--- config.mk ---
export PLATFORM = sky130hd
export DESIGN_NAME = cpu_reset_guard
export DESIGN_NICKNAME = d
export VERILOG_FILES = /design/src/rtl/rg_pkg.sv /design/src/rtl/rg_kick_sync.sv /design/src/rtl/rg_hold_timer.sv /design/src/rtl/rg_wdog.sv /design/src/rtl/cpu_reset_guard.sv
export SDC_FILE = /design/constraint.sdc
export NUM_CORES = 1
export LEC_CHECK = 0
export ABC_AREA = 1
export BUFFER_PORTS_ARGS = -buffer_cell sky130_fd_sc_hd__buf_2
export CAP_MARGIN = 20
export CELL_PAD_IN_SITES_DETAIL_PLACEMENT = 0
export CELL_PAD_IN_SITES_GLOBAL_PLACEMENT = 1
export CORE_MARGIN = 3
export CORE_UTILIZATION = 41
export CTS_BUF_LIST = sky130_fd_sc_hd__clkbuf_8
export DETAILED_ROUTE_END_ITERATION = 16
export PLACE_DENSITY = 0.85
export SYNTH_ARGS = -nofsm -noshare
export SYNTH_HDL_FRONTEND = slang
export SYNTH_SLANG_ARGS = --single-unit
--- constraint.sdc ---
create_clock -name clk -period 2.95 [get_ports clk]
set_input_delay 0.59 -clock clk [delete_from_list [all_inputs] [get_ports clk]]
set_output_delay 0.59 -clock clk [all_outputs]
set_load 0.02 [all_outputs]
--- src/rtl/rg_pkg.sv ---
package rg_pkg;
  typedef enum logic [1:0] {
    TMO_SHORT = 2'd0,
    TMO_LONG  = 2'd1,
    TMO_ADJ   = 2'd2,
    TMO_LONG2 = 2'd3
  } tmo_sel_e;
endpackage

--- src/rtl/rg_kick_sync.sv ---
module rg_kick_sync #(
  parameter int STAGES = 2
) (
  input  logic clk,
  input  logic rst,
  input  logic kick_i,
  output logic kick_edge_o
);
  // pipe[STAGES-1] is the synchronized level, pipe[STAGES] its previous value
  logic [STAGES:0] pipe;

  always_ff @(posedge clk) begin
    if (rst) pipe <= '0;
    else     pipe <= {pipe[STAGES-1:0], kick_i};
  end

  assign kick_edge_o = pipe[STAGES] ^ pipe[STAGES-1];
endmodule

--- src/rtl/rg_hold_timer.sv ---
module rg_hold_timer #(
  parameter int RST_TICKS = 50
) (
  input  logic clk,
  input  logic rst,
  input  logic tick_i,
  input  logic pwr_ok_i,
  input  logic wd_expire_i,
  output logic active_o,
  output logic active_n_o,
  output logic release_o
);
  localparam int HW = $clog2(RST_TICKS + 1);
  localparam logic [HW-1:0] LAST = HW'(RST_TICKS - 1);

  logic [HW-1:0] cnt_q, cnt_d;
  logic act_d;

  assign release_o = active_o && pwr_ok_i && tick_i && (cnt_q == LAST);

  always_comb begin
    act_d = active_o;
    cnt_d = cnt_q;
    if (!pwr_ok_i) begin
      act_d = 1'b1;
      cnt_d = '0;
    end else if (active_o) begin
      if (tick_i) begin
        if (cnt_q == LAST) begin
          act_d = 1'b0;
          cnt_d = '0;
        end else begin
          cnt_d = cnt_q + 1'b1;
        end
      end
    end else if (wd_expire_i) begin
      act_d = 1'b1;
      cnt_d = '0;
    end
  end

  always_ff @(posedge clk) begin
    if (rst) begin
      active_o   <= 1'b1;
      active_n_o <= 1'b0;
      cnt_q      <= '0;
    end else begin
      active_o   <= act_d;
      active_n_o <= ~act_d;
      cnt_q      <= cnt_d;
    end
  end
endmodule

--- src/rtl/rg_wdog.sv ---
module rg_wdog
  import rg_pkg::*;
#(
  parameter int SHORT_TICKS = 100,
  parameter int LONG_TICKS  = 1600,
  parameter int CNT_W       = 11
) (
  input  logic             clk,
  input  logic             rst,
  input  logic             tick_i,
  input  logic             hold_i,
  input  logic             off_i,
  input  logic             kick_edge_i,
  input  logic [1:0]       sel_i,
  input  logic [CNT_W-1:0] adj_i,
  output logic             expire_o
);
  localparam logic [CNT_W-1:0] SHORT_C = CNT_W'(SHORT_TICKS);
  localparam logic [CNT_W-1:0] LONG_C  = CNT_W'(LONG_TICKS);

  logic [CNT_W-1:0] cnt_q;
  logic             long_q;
  logic [CNT_W-1:0] limit;
  logic [CNT_W-1:0] last;

  always_comb begin
    if (long_q) begin
      limit = LONG_C;
    end else begin
      unique case (tmo_sel_e'(sel_i))
        TMO_SHORT: limit = SHORT_C;
        TMO_ADJ:   limit = (adj_i == '0) ? CNT_W'(1) : adj_i;
        default:   limit = LONG_C;
      endcase
    end
    last = limit - CNT_W'(1);
  end

  assign expire_o = !hold_i && !off_i && !kick_edge_i && tick_i && (cnt_q == last);

  always_ff @(posedge clk) begin
    if (rst || hold_i) begin
      cnt_q  <= '0;
      long_q <= 1'b1;
    end else if (kick_edge_i) begin
      cnt_q  <= '0;
      long_q <= 1'b0;
    end else if (off_i) begin
      cnt_q  <= '0;
    end else if (tick_i) begin
      cnt_q  <= (cnt_q == last) ? '0 : cnt_q + CNT_W'(1);
    end
  end
endmodule

--- src/rtl/cpu_reset_guard.sv ---
module cpu_reset_guard #(
  parameter int RST_TICKS   = 50,
  parameter int SHORT_TICKS = 100,
  parameter int LONG_TICKS  = 1600,
  parameter int CNT_W       = 11,
  parameter int SYNC_STAGES = 2
) (
  input  logic             clk,
  input  logic             rst,
  input  logic             tick_i,
  input  logic             pwr_ok_i,
  input  logic             wdt_in_i,
  input  logic             wdt_off_i,
  input  logic [1:0]       tmo_sel_i,
  input  logic [CNT_W-1:0] tmo_adj_i,
  output logic             rst_o,
  output logic             rst_n_o,
  output logic             wdt_fault_o
);
  logic kick_edge;
  logic expire;
  logic release_p;

  rg_kick_sync #(.STAGES(SYNC_STAGES)) u_sync (
    .clk         (clk),
    .rst         (rst),
    .kick_i      (wdt_in_i),
    .kick_edge_o (kick_edge)
  );

  rg_wdog #(
    .SHORT_TICKS (SHORT_TICKS),
    .LONG_TICKS  (LONG_TICKS),
    .CNT_W       (CNT_W)
  ) u_wdog (
    .clk         (clk),
    .rst         (rst),
    .tick_i      (tick_i),
    .hold_i      (rst_o),
    .off_i       (wdt_off_i),
    .kick_edge_i (kick_edge),
    .sel_i       (tmo_sel_i),
    .adj_i       (tmo_adj_i),
    .expire_o    (expire)
  );

  rg_hold_timer #(.RST_TICKS(RST_TICKS)) u_hold (
    .clk         (clk),
    .rst         (rst),
    .tick_i      (tick_i),
    .pwr_ok_i    (pwr_ok_i),
    .wd_expire_i (expire),
    .active_o    (rst_o),
    .active_n_o  (rst_n_o),
    .release_o   (release_p)
  );

  // Fault: set by a timeout, cleared when the reset it caused (possibly extended) ends
  always_ff @(posedge clk) begin
    if (rst)            wdt_fault_o <= 1'b0;
    else if (expire)    wdt_fault_o <= 1'b1;
    else if (release_p) wdt_fault_o <= 1'b0;
  end
endmodule

Word level (Yosys, flattened, before mapping)

Index checks and enable logic that the tools add are counted.

$add $sub $neg: 3
Eq/ne operators: 4
Mux-type cells: 15
Bitwise operators: 3
Reductions and logical operators: 18

Operators with widths:

| cell                                                                 | number |
|---|---|
| 11-bit 2-to-1 mux                                                    | 3 |
| 6-bit 2-to-1 mux                                                     | 4 |
| 11-bit case mux with 2 select lines                                  | 1 |
| 11-bit by 1-bit adder with 11-bit output, second input constant      | 1 |
| 11-bit == test                                                       | 1 |
| 11-bit logical NOT                                                   | 1 |
| 11-bit by 1-bit subtractor with 11-bit output, second input constant | 1 |
| 1-bit logical AND                                                    | 7 |
| 1-bit 2-to-1 mux                                                     | 7 |
| 6-bit by 1-bit adder with 6-bit output, second input constant        | 1 |
| 6-bit == test, second input constant                                 | 1 |
| 2-bit nonzero test                                                   | 2 |
| 1-bit logical NOT                                                    | 3 |
| 3-bit OR reduction                                                   | 1 |
| 2-bit == test, second input constant                                 | 1 |
| 2-bit logical NOT                                                    | 1 |
| 2-bit != test, second input constant                                 | 1 |
| 1-bit NOT                                                            | 2 |
| 2-bit AND reduction                                                  | 1 |
| 2-bit OR reduction                                                   | 1 |
| 1-bit logical OR                                                     | 1 |
| 1-bit bitwise XOR                                                    | 1 |

Flip-flop bits (word level): 24
Input bits: 19
Output and inout port bits: 3
Logic and storage cells: 50

Logic depth before layout (Yosys ltp)

Gate-level depths: netlist of the first run.

Word-level depth: 11
Depth in mapped cells: 19
Gate-level depth less buffers: 19

Cells and area by module

A second synthesis of the first run with hierarchy kept.

Cell total of the unflattened synthesis: 292
Area, all modules: 1779.2 µm²

By module, submodules not included:

| module          | times used | cells an instance | area an instance (µm²) | seq. area each (µm²) |
|---|---|---|---|---|
| rg_wdog         | 1          | 214               | 1212.4                 | 240.2 |
| rg_hold_timer   | 1          | 60                | 429.2                  | 160.2 |
| rg_kick_sync    | 1          | 13                | 97.6                   | 60.1 |
| cpu_reset_guard | 1          | 5                 | 40.0                   | 20.0 |

Least setup slack after synthesis of the first run

No wires, ideal clock.

Kind: input port to flip-flop
Start: input tmo_adj_i[5]
End: register u_wdog.cnt_q[0]
Library setup time: 0.126 ns
Arrival: 2.482 ns
Required time: 2.824 ns
Path slack: 0.342 ns
Stages: 18
Path buffers: 0
Path through: or2_2 -> nor2_1 -> nand2_1 -> nand2_1 -> nand2_2 -> ha_1 -> xnor2_1 -> inv_1 -> nand2_1 -> nand2_1 -> inv_1 -> nand4_1 -> nor2_1 -> nand3_1 -> nor2_1 -> nand3_1 -> o21bai_4 -> a21oi_1

Cells in the longest elaborated chain, start to end: 7

RTL lines:

| element                                         | line                  | text |
|---|---|---|
| from (decl)                                     | cpu_reset_guard.sv:15 | `input logic [CNT_W-1:0] tmo_adj_i,` |
| 11-bit logical NOT                              | rg_wdog.sv:32         | `TMO_ADJ: limit = (adj_i == '0) ? CNT_W'(1) : adj_i;` |
| 11-bit 2-to-1 mux *                             | rg_wdog.sv:32         |  |
| 11-bit case mux with 2 select lines *           | rg_wdog.sv:30         | `unique case (tmo_sel_e'(sel_i))` |
| 11-bit 2-to-1 mux *                             | rg_wdog.sv:27         | `if (long_q) begin` |
| 11-bit by 1-bit subtractor with 11-bit output * | rg_wdog.sv:36         | `last = limit - CNT_W'(1);` |
| 11-bit == test *                                | rg_wdog.sv:51         | `cnt_q <= (cnt_q == last) ? '0 : cnt_q + CNT_W'(1);` |
| 11-bit 2-to-1 mux *                             | rg_wdog.sv:51         |  |
| to (signal assigned)                            | rg_wdog.sv:51         |  |
| to (decl)                                       | rg_wdog.sv:21         | `logic [CNT_W-1:0] cnt_q;` |

Every way passes the cells marked *; elsewhere a longest branch is shown, timed or not.
A chain may end at the register's enable or synchronous reset.

Worst setup path after layout of the first run

Start: input tmo_adj_i[5]
End: register u_wdog.cnt_q[2]

Same word-level chain as after synthesis.

==> flow_summary.toml, run 1 <==
[cts]
cts_hold_buf = 0
cts-root-buf = "clkbuf_8"
insertion_delay_ps = 270
cts.htree.levels = 1
clk_pin_slew_ps = 80
clockBufferDepth = 2
cts_tree = "done"
cts_made_buffers = 3
clkSinkCount = 24

[critical_path]
cp-start-kind = "input port"
r2r_start = "u_wdog.long_q"
cpPeakStageDelay_ps = 280
worst-setup-path-type = "in -> reg"
slowest_stage = "or2_2"
crit_chain = "buf_2, or2_2, nor2_1, nand2_1, nand2_1, nand2_2, ha_1, xnor2_2, inv_1, nand2_1, nand2_1, inv_1, nand4_1, nor2_1, nand3_1, nor2_1, nand3_1, o21bai_4, a21oi_1"
cp-end-kind = "register"
cp.required_ps = 3110
r2r-end = "u_wdog.cnt_q[2]"
crit_arrival_ps = 2810
r2r.worst_path.cells = 17
r2r_slack_ps = 500
critPathMostFrequentCell = "nand2_1"
path_max_fanout = 10

[synthesis]
yosys_warnings = 0
syn_area_per_cell_sq_um = 6.41
synth.distinct_cells = 20
synth_edf_count = 0
synthArstFlopShare_pct = 0
synthCells = 246
synth_area_sq_um = 1580
synth_area_leader_cell = "dfxtp_1"
ys_seq_elements = 24
synthTopCellsByCount = "nand2_1, inv_1, nor2_1, dfxtp_1, nand3_1"
synth_top_area_share_pct = 30.5
post-synth-top-count-cell = "nand2_1"
synthTopCellsByArea = "dfxtp_1, nand2_1, inv_1"
synth_flop_cell = "dfxtp_1"
ys_seq_area_share_pct = 30.5
synth_nets = 269

[routing]
avgRoutedWirePerCell_um = 10.8
routed_wl_um = 3450
first_pass_iters = 4
vias = 1535
ant_nets = 0
drt-initial-drc-count = 78
via_per_inst = 4.81
drc = 0

[timing]
fmax_mhz = 378
layout_worst_path_cycle_share_pct = 89.7
finClkSkew_ps = 0.821
slew_viol_final = 0
setup_violations = 0
fin_crit_ps = 2650
hold_viol = 0
timing.final.ws_setup_ps = 304
max-slew-margin-rel_pct = 78.0
rsz0062_at_grt = "false"
tns_ps = 0
worstMarginPinSlew_ps = 328

[grt]
grt_overflow = 0
grt_pass1_vias = 1413
antenna_found_initial = 0
grt_pass1_wl_um = 6090
grtUsageTotal_pct = 17.3
grt_max_degree = 15

[power_and_ir_drop]
internal-power_mw = 0.523
leakage_nw = 0.880
vdd_ir_drop_max_mv = 0.261
clockPowerShare_pct = 44.4
comb_power_share_pct = 5.6
p_per_area_nw_per_um2 = 358
p_switching_mw = 0.133
p_seq_share_pct = 50.0
sw_frac_of_total_pct = 20.2

[finish]
final_util_pct = 52.1
final_nets = 297
fin_cells = 319
n_fill_cell = 398
stdcell_area_sq_um = 1830
num_antenna_cells = 0
drive_above_1_share_pct = 12.8
area_growth_syn_to_layout_pct = 16.3

[worst_hold_path]
hold_path.class = "reg -> reg"
min_path_cells = 2
min_to = "u_sync.pipe[1]"
hold_start = "u_sync.pipe[0]"

[floorplanning]
initial_core_util_pct = 44.8
rows = 21
ioPinCount = 22
die-height_um = 68.0
coreArea_sq_um = 3520
die_w_um = 68.0
die_area_sq_um = 4630

[outcome]
status = "completed"

[run]
maxCapViolCount = 0

[placed_design]
dpl_cell_area_sq_um = 1750
routabilityCongestion = 0.772
placed_cells = 314
pre_cts_ws_ps = -82.6
hpwl_um = 2820
portBuffers = 21
worst max-delay path by stage:
stage	startpoint	slack [ps]	to
after floorplan	tmo_adj_i[5]	340	u_wdog.cnt_q[0]
after global placement	tmo_adj_i[5]	-60	u_hold.cnt_q[2]
after detailed placement	tmo_adj_i[5]	-80	u_hold.cnt_q[2]
after CTS	tmo_adj_i[5]	220	u_hold.cnt_q[2]
after global routing	tmo_adj_i[5]	50	u_wdog.cnt_q[0]
final	tmo_adj_i[5]	300	u_wdog.cnt_q[2]
power groups by stage:
stage / clock network (mW) / logic [mW] / registers (mW)
floorplan: 0 / 0.0174 / 0.335
global placement: 0 / 0.0371 / 0.336
detailed placement: 0 / 0.0371 / 0.336
CTS: 0.301 / 0.0374 / 0.328
global route: 0.319 / 0.0431 / 0.328
finish: 0.291 / 0.0370 / 0.328
state kept, by name, summed over array words and instances (netlist names):
signal / cells
u_wdog.cnt_q: 11
u_hold.cnt_q: 6
u_sync.pipe: 3
u_hold.active_n_o: 1
u_hold.active_o: 1
u_wdog.long_q: 1
wdt_fault_o: 1
logic make-up after synthesis:
| family | synth area share (%) |
|---|---|
| compound gates | 9.44 |
| simple gates | 34.3 |
| buf+inv | 11.0 |
| fa+ha+maj | 3.17 |
| flops | 30.5 |
| xor+xnor | 11.7 |
worst max-delay path: cells and delay by family:
family | cells | cell delay [ps]
adder cells (fa/ha/maj) | 1 | 230
buffers and inverters | 3 | 200
AND/OR/NAND/NOR | 12 | 1280
XOR/XNOR | 1 | 150
AO/OA/AOI/OAI | 2 | 340
cell usage in the layout (no fill, tap or decap):
master,netlist,final
clkbuf_8,0,3
or2_2,3,3
a21oi_1,13,13
nor3_1,3,3
ha_1,4,4
nand2_2,1,1
nand2_1,55,55
nor2_1,34,34
nand3_1,22,22
buf_4,0,2
bufinv_16,0,1
o31ai_1,1,1
buf_2,0,21
xnor3_4,1,1
nor4_1,1,1
nand4_1,8,8
xor2_1,17,17
dfxtp_1,24,24
o21ai_0,10,10
inv_1,45,45
o21bai_4,1,1
xnor2_2,0,1
o21a_1,1,1
inv_2,1,1
metal layers:
| layer | up-vias | routed length (um) | global-route usage [%] |
|---|---|---|---|
| met4 | 0 | 53 | 6.70 |
| met3 | 5 | 102 | 2.46 |
| met5 | - | 0 | 0 |
| li1 | 828 | - | - |
| met2 | 24 | 1540 | 28.5 |
| met1 | 678 | 1750 | 22.5 |
per-stage QoR:
step | total power [mW] | hold slack, ps
finish | 0.656 | 412
global route | 0.691 | 449
CTS | 0.666 | 415
detailed placement | 0.373 | 400
global placement | 0.373 | 402
floorplan | 0.353 | 388
layout make-up:
class	instances	area [sq um]	share of cell area, %
Sequential cell	24	480	26.2
Multi-Input combinational cell	176	931	50.8
Inverter	46	173	9.42
Clock inverter	1	30.0	1.64
Clock buffer	3	41.3	2.25
Tap cell	46	57.6	3.14
Timing Repair Buffer	23	120	6.55
repair_timing:
action,4_1_cts,5_1_grt
endpoints found under the setup margin,0,11
setup buffers,0,1
gates resized for setup,0,1
Note: power is estimated with default switching activity, not from simulation.
==> inputs of run 2 (changes only) <==
CORE_UTILIZATION = 37   (was 41)
CTS_CLUSTER_DIAMETER = 120   (was not set)
PLACE_DENSITY = 0.81   (was 0.85)
RECOVER_POWER = 50   (was not set)
clock period = 2.3 ns   (was 2.95 ns; I/O delays follow)
==> flow_summary.toml, run 2 (same netlist as run 1, synthesis figures left out) <==
[routing]
avgRoutedWirePerCell_um = 10.2
vias = 1608
via_per_inst = 4.57
ant_nets = 0
wl_met1_um = 1800
top_layer = "met4"
first_pass_iters = 6
wl_met2_um = 1680
dr_wl_met3_um = 74
drt-initial-drc-count = 45
routed_wl_um = 3580
drc = 0

[floorplanning]
die-height_um = 71.3
rows = 23
initial_core_util_pct = 38.9
die_area_sq_um = 5080
coreArea_sq_um = 4060
die_w_um = 71.3
ioPinCount = 22

[finish]
multiInputGateArea_sq_um = 1010
stdcell_area_sq_um = 2130
top_regs = "u_wdog.cnt_q: 11 flops, u_hold.cnt_q: 6 flops, u_sync.pipe: 3 flops"
final_common_cell = "nand2_1"
fin_cells = 352
drive_above_1_share_pct = 25.5
final_cell_mix = "nand2_1, inv_1, nor2_1"
area_growth_syn_to_layout_pct = 35.1
final_nets = 326
ff_latch_area_sq_um = 480
n_fill_cell = 416
largest_register = "u_wdog.cnt_q"
largest_reg_flops = 11
num_antenna_cells = 0

[timing]
rsz0062_at_grt = "true"
hold_viol = 0
fin_crit_ps = 2350
max-slew-margin-rel_pct = 71.4
layout_worst_path_cycle_share_pct = 102
fmax_mhz = 426
worstMarginPinSlew_ps = 425
slew_viol_final = 0
timing.final.ws_setup_ps = -49.7
setup_violations = 12
finClkSkew_ps = 1.68

[placed_design]
routabilityCongestion = 0.832
hpwl_um = 2940
dpl_cell_area_sq_um = 1980
pre_cts_ws_ps = -492
placed_cells = 346
portBuffers = 21

[power_and_ir_drop]
p_per_area_nw_per_um2 = 364
leakage_nw = 1.02
vdd_ir_drop_max_mv = 0.571

[outcome]
violations = "negative setup slack"
status = "finished with violations"

[cts]
cts.htree.levels = 1
insertion_delay_ps = 260
clockBufferDepth = 2
cts-root-buf = "clkbuf_8"
cts_made_buffers = 3
clk_pin_slew_ps = 80
cts_tree = "done"
cts_hold_buf = 0
clkSinkCount = 24

[run]
maxCapViolCount = 0

[critical_path]
crit_arrival_ps = 2510
cp.required_ps = 2460
path_max_fanout = 7
worst-setup-path-type = "in -> reg"
cpPeakStageDelay_ps = 230
cp-start-kind = "input port"
path_delay_family = "simple AND/OR/NAND/NOR gates"
crit_chain = "buf_6, or2_4, nor2_2, nand2_1, nand2_2, nand2_2, ha_4, xnor2_2, inv_1, nand2_1, nand2_1, inv_1, nand4_1, nor2_1, nand3_1, nor2_2, nand4_1, buf_6, nand3_1, a21oi_1"
cp-end-kind = "register"
critPathMostFrequentCell = "nand2_1"
slowest_stage = "or2_4"
crit_buf_inv = 4

[grt]
grt_pass1_wl_um = 6560
grtUsageTotal_pct = 15.7
grt_overflow = 0
antenna_found_initial = 0
grt_pass1_vias = 1578
grt_max_degree = 14

[worst_hold_path]
hold_path.class = "in -> reg"
==> run 2: worst min-delay path, delay by kind of cell <==
kind	cells	cell delay [ps]
simple gates	1	60
buf+inv	2	100
==> run 2: per-stage QoR <==
| step | total power [mW] | utilization (%) | setup TNS [ps] | hold slack, ps |
|---|---|---|---|---|
| 2_1_floorplan | 0.453 | - | -1830 | 388 |
| 3_3_place_gp | 0.496 | 48.9 | -8210 | 399 |
| 3_5_place_dp | 0.496 | 48.9 | -8570 | 398 |
| 4_1_cts | 0.782 | 51.7 | -64.8 | 397 |
| 5_1_grt | 0.813 | 52.5 | -4590 | 405 |
| 6_report | 0.775 | 52.5 | -326 | 398 |
==> run 2: timing repair <==
action                     4_1_cts  5_1_grt
gates cloned                     1        0
pin swaps                       12        7
gates resized for setup         11        7
setup buffers                    0        1
setup endpoints to repair       20       20
==> run 2: report_power, final <==
group,internal (mW),switching (mW)
Sequential,0.418,0.00235
Combinational,0.0372,0.0351
Clock,0.153,0.130
==> run 2: layer usage <==
metal | vias up | GRT usage (%)
li1 | 888 | -
met1 | 704 | 21.2
met2 | 14 | 26.4
met3 | 2 | 1.96
met4 | 0 | 4.38
met5 | - | 0
==> run 2: area by class of cell <==
type	count	area share [%]
Inverter	46	8.11
Tap cell	50	2.94
Timing Repair Buffer	51	16.5
Sequential cell	24	22.6
Multi-Input combinational cell	177	47.4
Clock buffer	4	2.59
==> run 2: final timing paths <==
| check | endpoint | depth (start not counted) | slack, ps | from |
|---|---|---|---|---|
| max | u_hold.cnt_q[5] | 20 | -50 | tmo_adj_i[4] |
| min | u_sync.pipe[0] | 3 | 400 | wdt_in_i |
| max reg2reg | u_hold.cnt_q[5] | 18 | 30 | u_wdog.long_q |
| min reg2reg | u_sync.pipe[1] | 2 | 410 | u_sync.pipe[0] |
